**config.mk**
```make
export PLATFORM = sky130hd
export DESIGN_NAME = adc_cmt_top
export DESIGN_NICKNAME = d
export VERILOG_FILES = /design/src/rtl/adc_cmt_pkg.sv /design/src/rtl/adc_cmt_stage.sv /design/src/rtl/adc_cmt_hs.sv /design/src/rtl/adc_cmt_slots.sv /design/src/rtl/adc_cmt_status.sv /design/src/rtl/adc_cmt_top.sv
export SDC_FILE = /design/constraint.sdc
export NUM_CORES = 1
export LEC_CHECK = 0
export BUFFER_PORTS_ARGS = -buffer_cell sky130_fd_sc_hd__buf_4
export CAP_MARGIN = 20
export CORE_ASPECT_RATIO = 1.75
export CORE_MARGIN = 10
export CORE_UTILIZATION = 53
export CTS_CLUSTER_DIAMETER = 120
export DETAILED_ROUTE_END_ITERATION = 16
export PLACE_DENSITY = 0.9
export SLEW_MARGIN = 10
export SYNTH_ARGS = -nofsm -noshare
export SYNTH_HDL_FRONTEND = slang
export SYNTH_HIERARCHICAL = 1
export SYNTH_SLANG_ARGS = --single-unit
```
**constraint.sdc**
```tcl
create_clock -name clk -period 2.5 [get_ports clk]
set_input_delay 0.125 -clock clk [delete_from_list [all_inputs] [get_ports clk]]
set_output_delay 0.125 -clock clk [all_outputs]
set_load 0.1 [all_outputs]
```
**src/rtl/adc_cmt_pkg.sv**
```systemverilog
// Package: shared slot record and register offsets for the commit engine.
// Assumes byte-wide register access and at most eight slots.
package adc_cmt_pkg;
    typedef struct packed {
        logic [7:0]  id;
        logic [1:0]  interval;
        logic [1:0]  cal;
        logic [1:0]  dec;
        logic [7:0]  avg;
        logic [7:0]  adc;
        logic [3:0]  settle;
        logic [15:0] lo_thr;
        logic [15:0] hi_thr;
        logic        meas_en;
        logic        hi_ie;
        logic        lo_ie;
    } slot_t;

    localparam int SLOT_W = $bits(slot_t);

    localparam logic [7:0] A_LO_SET  = 8'h09;
    localparam logic [7:0] A_LO_CLR  = 8'h0A;
    localparam logic [7:0] A_HI_SET  = 8'h0B;
    localparam logic [7:0] A_HI_CLR  = 8'h0C;
    localparam logic [7:0] A_HS_SET  = 8'h0D;
    localparam logic [7:0] A_HS_CLR  = 8'h0E;
    localparam logic [7:0] A_ID      = 8'h40;
    localparam logic [7:0] A_CHCTL   = 8'h41;
    localparam logic [7:0] A_DIG     = 8'h42;
    localparam logic [7:0] A_AVG     = 8'h43;
    localparam logic [7:0] A_ADC     = 8'h44;
    localparam logic [7:0] A_SETTLE  = 8'h45;
    localparam logic [7:0] A_ENABLE  = 8'h46;
    localparam logic [7:0] A_REQ     = 8'h47;
    localparam logic [7:0] A_LO0     = 8'h49;
    localparam logic [7:0] A_LO1     = 8'h4A;
    localparam logic [7:0] A_HI0     = 8'h4B;
    localparam logic [7:0] A_HI1     = 8'h4C;
    localparam logic [7:0] A_MCTL    = 8'h4D;
endpackage

```
**src/rtl/adc_cmt_stage.sv**
```systemverilog
// Module: staging window and block-enable register.
// Holds the shared fields software writes before a commit and presents
// them as one slot record plus the target slot number.
// Assumes a write strobe of one cycle per byte; read data is combinational.
module adc_cmt_stage
    import adc_cmt_pkg::*;
#(
    parameter int SEL_W = 3
) (
    input  logic             clk,
    input  logic             rst_n,
    input  logic             wr,
    input  logic [7:0]       addr,
    input  logic [7:0]       wdata,
    output slot_t            staged,
    output logic [SEL_W-1:0] tgt,
    output logic             blk_en,
    output logic [7:0]       rdata
);
    logic [7:0] id_q, avg_q, adc_q, lo0_q, lo1_q, hi0_q, hi1_q;
    logic [2:0] tgt_q;
    logic [1:0] intv_q, cal_q, dec_q;
    logic [3:0] settle_q;
    logic       meas_q, hie_q, lie_q, en_q;

    // Capture staging bytes, keeping only their defined fields.
    always_ff @(posedge clk) begin
        if (!rst_n) begin
            id_q <= '0; avg_q <= '0; adc_q <= '0;
            lo0_q <= '0; lo1_q <= '0; hi0_q <= '0; hi1_q <= '0;
            tgt_q <= '0; intv_q <= '0; cal_q <= '0; dec_q <= '0;
            settle_q <= '0; meas_q <= 1'b0; hie_q <= 1'b0; lie_q <= 1'b0;
            en_q <= 1'b0;
        end else if (wr) begin
            case (addr)
                A_ID:     id_q <= wdata;
                A_CHCTL:  begin tgt_q <= wdata[7:5]; intv_q <= wdata[3:2]; end
                A_DIG:    begin cal_q <= wdata[5:4]; dec_q <= wdata[3:2]; end
                A_AVG:    avg_q <= wdata;
                A_ADC:    adc_q <= wdata;
                A_SETTLE: settle_q <= wdata[3:0];
                A_ENABLE: en_q <= wdata[7];
                A_LO0:    lo0_q <= wdata;
                A_LO1:    lo1_q <= wdata;
                A_HI0:    hi0_q <= wdata;
                A_HI1:    hi1_q <= wdata;
                A_MCTL:   begin meas_q <= wdata[7]; hie_q <= wdata[1]; lie_q <= wdata[0]; end
                default:  ;
            endcase
        end
    end

    // Assemble the staged record from the held fields.
    always_comb begin
        staged.id       = id_q;
        staged.interval = intv_q;
        staged.cal      = cal_q;
        staged.dec      = dec_q;
        staged.avg      = avg_q;
        staged.adc      = adc_q;
        staged.settle   = settle_q;
        staged.lo_thr   = {lo1_q, lo0_q};
        staged.hi_thr   = {hi1_q, hi0_q};
        staged.meas_en  = meas_q;
        staged.hi_ie    = hie_q;
        staged.lo_ie    = lie_q;
    end

    assign tgt    = tgt_q[SEL_W-1:0];
    assign blk_en = en_q;

    // Read-back of the staging window and enable register.
    always_comb begin
        case (addr)
            A_ID:     rdata = id_q;
            A_CHCTL:  rdata = {tgt_q, 1'b0, intv_q, 2'b00};
            A_DIG:    rdata = {2'b00, cal_q, dec_q, 2'b00};
            A_AVG:    rdata = avg_q;
            A_ADC:    rdata = adc_q;
            A_SETTLE: rdata = {4'h0, settle_q};
            A_ENABLE: rdata = {en_q, 7'h00};
            A_LO0:    rdata = lo0_q;
            A_LO1:    rdata = lo1_q;
            A_HI0:    rdata = hi0_q;
            A_HI1:    rdata = hi1_q;
            A_MCTL:   rdata = {meas_q, 5'h00, hie_q, lie_q};
            default:  rdata = 8'h00;
        endcase
    end
endmodule

```
**src/rtl/adc_cmt_hs.sv**
```systemverilog
// Module: handshake flag and commit sequencer.
// Accepts a commit only when enabled, flagged and idle; then counts
// HS_DELAY cycles and drops the flag. A software abort clears flag and count.
// Assumes HS_DELAY >= 1.
module adc_cmt_hs #(
    parameter int HS_DELAY = 6
) (
    input  logic clk,
    input  logic rst_n,
    input  logic hs_set,
    input  logic hs_abort,
    input  logic req,
    input  logic blk_en,
    output logic hs_flag,
    output logic commit_go
);
    localparam int CNT_W = $clog2(HS_DELAY + 1);

    logic [CNT_W-1:0] cnt_q;
    logic             busy_q;
    logic             flag_q;

    assign commit_go = req && blk_en && flag_q && !busy_q;
    assign hs_flag   = flag_q;

    // Sequence: abort wins, then accept, then count down, then software set.
    always_ff @(posedge clk) begin
        if (!rst_n) begin
            cnt_q  <= '0;
            busy_q <= 1'b0;
            flag_q <= 1'b0;
        end else if (hs_abort) begin
            cnt_q  <= '0;
            busy_q <= 1'b0;
            flag_q <= 1'b0;
        end else if (commit_go) begin
            cnt_q  <= CNT_W'(HS_DELAY);
            busy_q <= 1'b1;
        end else if (busy_q) begin
            cnt_q <= cnt_q - 1'b1;
            if (cnt_q == CNT_W'(1)) begin
                busy_q <= 1'b0;
                flag_q <= 1'b0;
            end
        end else if (hs_set) begin
            flag_q <= 1'b1;
        end
    end
endmodule

```
**src/rtl/adc_cmt_slots.sv**
```systemverilog
// Module: bank of committed slot records.
// Each slot loads the staged record on a commit aimed at it.
module adc_cmt_slots
    import adc_cmt_pkg::*;
#(
    parameter int NSLOT = 8,
    parameter int SEL_W = 3
) (
    input  logic                    clk,
    input  logic                    rst_n,
    input  logic                    commit_go,
    input  logic [SEL_W-1:0]        tgt,
    input  slot_t                   staged,
    output logic [NSLOT*SLOT_W-1:0] slots_flat,
    output logic [NSLOT-1:0]        lo_gate,
    output logic [NSLOT-1:0]        hi_gate
);
    for (genvar i = 0; i < NSLOT; i++) begin : g_slot
        slot_t rec_q;

        // Load this slot when the commit names it.
        always_ff @(posedge clk) begin
            if (!rst_n)
                rec_q <= '0;
            else if (commit_go && (tgt == SEL_W'(i)))
                rec_q <= staged;
        end

        assign slots_flat[i*SLOT_W +: SLOT_W] = rec_q;
        assign lo_gate[i] = rec_q.meas_en && rec_q.lo_ie;
        assign hi_gate[i] = rec_q.meas_en && rec_q.hi_ie;
    end
endmodule

```
**src/rtl/adc_cmt_status.sv**
```systemverilog
// Module: one status byte with set and clear views.
// Software set/clear are applied first; gated events are OR-ed in last,
// so an event in the same cycle as a clear survives.
module adc_cmt_status #(
    parameter int NSLOT = 8
) (
    input  logic             clk,
    input  logic             rst_n,
    input  logic [NSLOT-1:0] evt,
    input  logic [NSLOT-1:0] gate,
    input  logic             set_wr,
    input  logic             clr_wr,
    input  logic [NSLOT-1:0] wbits,
    output logic [NSLOT-1:0] st
);
    // Update status bits from software views and qualified events.
    always_ff @(posedge clk) begin
        if (!rst_n)
            st <= '0;
        else
            st <= ((st | (set_wr ? wbits : '0)) & ~(clr_wr ? wbits : '0)) | (evt & gate);
    end
endmodule

```
**src/rtl/adc_cmt_top.sv**
```systemverilog
// Module: staged channel configuration commit engine (top).
// Decodes the byte register port, routes the staging window, handshake,
// slot bank and status bytes, and muxes read data.
// Assumes NSLOT <= 8 so each slot maps to one status bit.
module adc_cmt_top
    import adc_cmt_pkg::*;
#(
    parameter int NSLOT    = 8,
    parameter int HS_DELAY = 6
) (
    input  logic                    clk,
    input  logic                    rst_n,
    input  logic                    bus_wr,
    input  logic [7:0]              bus_addr,
    input  logic [7:0]              bus_wdata,
    output logic [7:0]              bus_rdata,
    input  logic [NSLOT-1:0]        evt_lo_i,
    input  logic [NSLOT-1:0]        evt_hi_i,
    output logic [NSLOT*SLOT_W-1:0] slot_cfg_o,
    output logic                    irq_o
);
    localparam int SEL_W = (NSLOT > 1) ? $clog2(NSLOT) : 1;

    slot_t            staged;
    logic [SEL_W-1:0] tgt;
    logic             blk_en, hs_flag, commit_go;
    logic [7:0]       stage_rdata;
    logic [NSLOT-1:0] lo_gate, hi_gate, st_lo, st_hi;

    adc_cmt_stage #(.SEL_W(SEL_W)) u_stage (
        .clk(clk), .rst_n(rst_n), .wr(bus_wr), .addr(bus_addr), .wdata(bus_wdata),
        .staged(staged), .tgt(tgt), .blk_en(blk_en), .rdata(stage_rdata)
    );

    adc_cmt_hs #(.HS_DELAY(HS_DELAY)) u_hs (
        .clk(clk), .rst_n(rst_n),
        .hs_set  (bus_wr && bus_addr == A_HS_SET && bus_wdata[0]),
        .hs_abort(bus_wr && bus_addr == A_HS_CLR && bus_wdata[0]),
        .req     (bus_wr && bus_addr == A_REQ && bus_wdata[7]),
        .blk_en(blk_en), .hs_flag(hs_flag), .commit_go(commit_go)
    );

    adc_cmt_slots #(.NSLOT(NSLOT), .SEL_W(SEL_W)) u_slots (
        .clk(clk), .rst_n(rst_n), .commit_go(commit_go), .tgt(tgt), .staged(staged),
        .slots_flat(slot_cfg_o), .lo_gate(lo_gate), .hi_gate(hi_gate)
    );

    adc_cmt_status #(.NSLOT(NSLOT)) u_st_lo (
        .clk(clk), .rst_n(rst_n), .evt(evt_lo_i), .gate(lo_gate),
        .set_wr(bus_wr && bus_addr == A_LO_SET), .clr_wr(bus_wr && bus_addr == A_LO_CLR),
        .wbits(bus_wdata[NSLOT-1:0]), .st(st_lo)
    );

    adc_cmt_status #(.NSLOT(NSLOT)) u_st_hi (
        .clk(clk), .rst_n(rst_n), .evt(evt_hi_i), .gate(hi_gate),
        .set_wr(bus_wr && bus_addr == A_HI_SET), .clr_wr(bus_wr && bus_addr == A_HI_CLR),
        .wbits(bus_wdata[NSLOT-1:0]), .st(st_hi)
    );

    assign irq_o = |{st_lo, st_hi};

    // Read mux: status and handshake views, else the staging window.
    always_comb begin
        bus_rdata = 8'h00;
        case (bus_addr)
            A_LO_SET, A_LO_CLR: bus_rdata[NSLOT-1:0] = st_lo;
            A_HI_SET, A_HI_CLR: bus_rdata[NSLOT-1:0] = st_hi;
            A_HS_SET, A_HS_CLR: bus_rdata[0] = hs_flag;
            default:            bus_rdata = stage_rdata;
        endcase
    end
endmodule

```
[Word level (Yosys, flattened, before mapping)]
Index checks and enable logic that the tools add are counted.
Cells by class
  equality and inequality tests: 28
  reduce and logical (&&, ||, !) cells: 60
  $add $sub $neg: 1
  multiplexer cells: 15
  bitwise operators: 12
Operators by type and width (count)
  == test 8 x 7 -> 1 bit (second input constant): 13
  case mux 8 bit (12 select lines): 1
  == test 8 x 4 -> 1 bit (second input constant): 6
  logical AND 1 bit: 37
  bitwise AND 8 bit: 4
  two-way mux 8 bit: 4
  bitwise OR 8 bit: 4
  AND reduction 2 bit: 12
  case mux 7 bit (3 select lines): 1
  NOT 8 bit: 2
  OR reduction 16 bit: 1
  == test 3 bit (second input constant): 4
  OR reduction 2 bit: 4
  == test 3 x 1 -> 1 bit (second input constant): 2
  == test 3 x 2 -> 1 bit (second input constant): 2
  two-way mux 1 bit: 6
  two-way mux 3 bit: 2
  nonzero test 2 bit: 2
  zero test 3 bit: 1
  case mux 1 bit (3 select lines): 1
  AND reduction 3 bit: 1
  OR reduction 3 bit: 1
  subtractor 3 x 1 -> 3 bit (second input constant): 1
  inequality test 2 bit (second input constant): 1
  other kinds (2): 3
Word-level totals
  flip-flop bits (word level): 646
  logic and storage cells: 234
  bits of input ports: 35
  output and inout bits: 561

[Longest topological paths before layout]
  depth after elaboration: 8
  depth in mapped cells: 10

[Hierarchy]
Netlist, hierarchy kept.
By module, submodules not included
  adc_cmt_slots: area each 19774.0 µm², instances 1, cells an instance 1882
  adc_cmt_stage: area each 3573.4 µm², instances 1, cells an instance 381
  adc_cmt_status: area each 380.4 µm², instances 2, cells an instance 43
  adc_cmt_top: area each 422.9 µm², instances 1, cells an instance 58
  adc_cmt_hs: area each 234.0 µm², instances 1, cells an instance 24

[Least setup slack after synthesis]
No wires, ideal clock.
  kind: input to output
  from: in bus_addr[5]
  to: out bus_rdata[3]
  stages: 7
  arrival time: 2.231 ns
  path slack: 0.144 ns
  cell sequence: or4b_4 > buf_6 > clkbuf_1 > nor4_1 > a21oi_1 > o211ai_1 > a221o_1
On the way
  cells in the longest elaborated chain, start to end: 3
Ends and longest elaborated chain
  start: declaration: RTL line adc_cmt_top.sv:14  | input logic [7:0] bus_addr,
  == test 8 x 7 -> 1 bit: RTL line adc_cmt_stage.sv:74  | case (addr)
  case mux 8 bit (12 select lines) *: RTL line adc_cmt_stage.sv:74
  net stage_rdata[3]: RTL line adc_cmt_top.sv:27  | logic [7:0] stage_rdata;
  case mux 7 bit (3 select lines) *: RTL line adc_cmt_top.sv:65  | case (bus_addr)
  end: declaration: RTL line adc_cmt_top.sv:16  | output logic [7:0] bus_rdata,
The timed path passes the listed nets; every way through them passes the cells marked *.

[Final worst setup path]
  from: in bus_addr[5]
  to: out bus_rdata[5]
Same word-level chain as after synthesis.

==> flow_metrics.tcl <==
set metrics [dict create \
    synth_top_area_share_pct 52.2 \
    wl_per_cell_um 24.4 \
    start_kind "primary input" \
    clock_skew_ps 21.6 \
    synth-edff-count 0 \
    reg2reg_slack_ps 540 \
    area_growth_pct 29.9 \
    async_flop_share_pct 0 \
    final_nets 3050 \
    cts_setup_buffers 0 \
    synth_seq_cells 646 \
    crit_path_max_fanout 16 \
    cts.reportedPaths.clkPinSlew_ps 70 \
    die_y_um 306 \
    reg2reg_depth 7 \
    root_buffer "clkbuf_16" \
    routed_wl_mm 88.9 \
    synth_common_cells "dfxtp_1 (646), nand2_1 (638), mux2i_1 (619), clkbuf_1 (74), buf_2 (61)" \
    yosys.area.top_type "dfxtp_1" \
    syn-num-nets 2468 \
    grt.total_usage_pct 30.0 \
    ys.flop_type "dfxtp_1" \
    dp_hpwl_mm 62.8 \
    synth_area_per_cell_um2 10.2 \
    ios 596 \
    hp-class "in -> reg" \
    die_width_um 183 \
    yosysSeqAreaShare_pct 52.2 \
    p_per_area_nw_per_um2 607 \
    r2r_start "u_stage/blk_en$_SDFFE_PN0P_" \
    placedCellCount 3495 \
    core.rowCount 104 \
    viasPerCell 5.74 \
    crit_start "bus_addr[5]" \
    synthesis.area_um2 24800 \
    crit_arrival_ps 2350 \
    grt_pass1_vias 21600 \
    numCtsBuffers 55 \
    rsz0062_at_grt "yes" \
    drtPass1Iterations 5 \
    grt_start_max_net_pins 154 \
    cts_tree "done" \
    dieArea_um2 56100 \
    worst_hold_path.num_cells 5 \
    clock_path_buffers 3 \
    initial_utilization_pct 53.8 \
    final-hold-violation-count 0 \
    fmax_mhz 404 \
    port-buffer-count 595 \
    hp-start "bus_addr[2]" \
    drc_errors 0 \
    clkLatencyLatePin_ps 600 \
    power.total_uw 19500 \
    whs_endpoint "u_stage/meas_q$_SDFFE_PN0P_" \
    clock-sinks 646 \
    synth_cells 2431 \
    tightest_slew_ps 732 \
    coreArea_um2 46100 \
    crit_type "in -> out" \
    r2r-end "u_slots/slots_flat[52]$_SDFFE_PN0P_" \
    max-slew-margin-rel_pct 51.2 \
    grt_overflow_total 0 \
    place_congestion 0.942 \
    netlist_top_cells_area "dfxtp_1 (52%), mux2i_1 (25%), nand2_1 (9.7%)" \
    p_leak_uw 0.0155 \
    ant_nets 0 \
    status "finished, final reports clean" \
    post-route-period-util_pct 98.9 \
    ys_warn_count 6 \
    drive_gt1_share_pct 25.4 \
    final_cell_count_no_fill 3638 \
    cap_violations 0 \
    maxSlewViolCount 0 \
    end_kind "primary output" \
    layout_min_cycle_time_ps 2470 \
    h-tree-depth 2 \
    synth_cell_types 58 \
    antenna_found_initial 0 \
    synth_most_common_cell "dfxtp_1" \
    required_ps 2380 \
    setup-violations-final 0 \
    vias 20900 \
    grt_pass1_wl_mm 132 \
    drt_first_iter_violations 1710 \
    peakVddDrop_v 0.000684 \
    antenna_cells 0 \
]
## cells in the final DEF (no fill, tap or decap), drive strengths merged, types with 8 or more instances in the layout
cell type / instances
dfxtp: 646
mux2i: 619
nor2b: 56
buf: 657
nand4: 8
dlygate4sd3: 44
nor4: 9
a21bo: 16
a221o: 9
nor3: 14
inv: 14
and2: 18
nand3: 45
o21ai: 43
a22oi: 8
nor2: 13
and4b: 8
clkbuf: 82
nand2: 638
a21oi: 20
clkinv: 8
nand2b: 9
## kinds of logic after synthesis
kind of cell,synth area share [%]
AND/OR/NAND/NOR,15.2
flip-flops,52.2
multiplexers,25.1
buffers and inverters,3.76
AO/OA/AOI/OAI,3.58
XOR/XNOR,0.0707
adder cells (fa/ha/maj),0.101
## report_power, final
group | switching, µW | internal [µW] | total [µW]
Clock | 3830 | 4890 | 8720
Combinational | 350 | 164 | 515
Sequential | 2.29 | 10300 | 10300
Total | 4180 | 15300 | 19500
## metal layers
| layer | vias to the layer above | wire, µm | track usage (%) |
|---|---|---|---|
| met4 | 0 | 6840 | 21.6 |
| met1 | 10100 | 31400 | 31.3 |
| met5 | - | 0 | 0 |
| met3 | 334 | 6670 | 6.93 |
| met2 | 1056 | 43900 | 51.7 |
| li1 | 9377 | - | - |
## critical path, cell delays in order
cell and delay [ps]:
buf_4 130, or4b_4 690, nor2_1 340, a32oi_1 220, o2111ai_1 300, a221o_1 210
buf_4 300
## what timing repair did
item	4_1_cts	5_1_grt
setup endpoints to repair	4	3
gates resized for setup	9	4
pin swaps	0	1
hold endpoints to repair	90	0
hold buffers	44	0
## how the worst max path moves through the flow
stage,endpoint,slack [ps],cells after the start
floorplan,bus_rdata[3],140,7
global placement,u_slots/slots_flat[1]$_SDFFE_PN0P_,-40,10
detailed placement,u_slots/slots_flat[10]$_SDFFE_PN0P_,-80,9
CTS,bus_rdata[1],30,6
global route,bus_rdata[1],-9,6
finish,bus_rdata[5],30,7
## sequential cells by signal (all words and copies together) (netlist names), 2 cells and up
name,cells
u_slots/slots_flat,552
u_st_hi/st,8
u_st_lo/st,8
u_stage/adc_q,8
u_stage/avg_q,8
u_stage/hi0_q,8
u_stage/hi1_q,8
u_stage/id_q,8
u_stage/lo0_q,8
u_stage/lo1_q,8
u_stage/settle_q,4
u_hs/cnt_q,3
u_stage/tgt,3
u_stage/cal_q,2
u_stage/dec_q,2
u_stage/intv_q,2
## through the flow
step	setup slack (ps)	setup TNS (ps)	utilization (%)	area (µm²)	hold WS [ps]
floorplan	144	0	-	24800	264
global placement	-44.1	-1130	64.8	29900	360
detailed placement	-81.2	-2410	64.8	29900	360
CTS	31.2	0	69.8	32100	107
global route	-8.77	-8.77	69.8	32200	159
finish	26.3	0	69.8	32200	169
## cell type report
class | count | area, µm²
fill | 3151 | 13900
sequential | 646 | 12900
multi-input combinational | 1597 | 11000
timing repair buffer | 701 | 5670
clock buffer | 82 | 1580
tap | 583 | 729
clock inverter | 17 | 234
inverter | 12 | 45.0
Note: power is estimated with default switching activity, not from simulation.
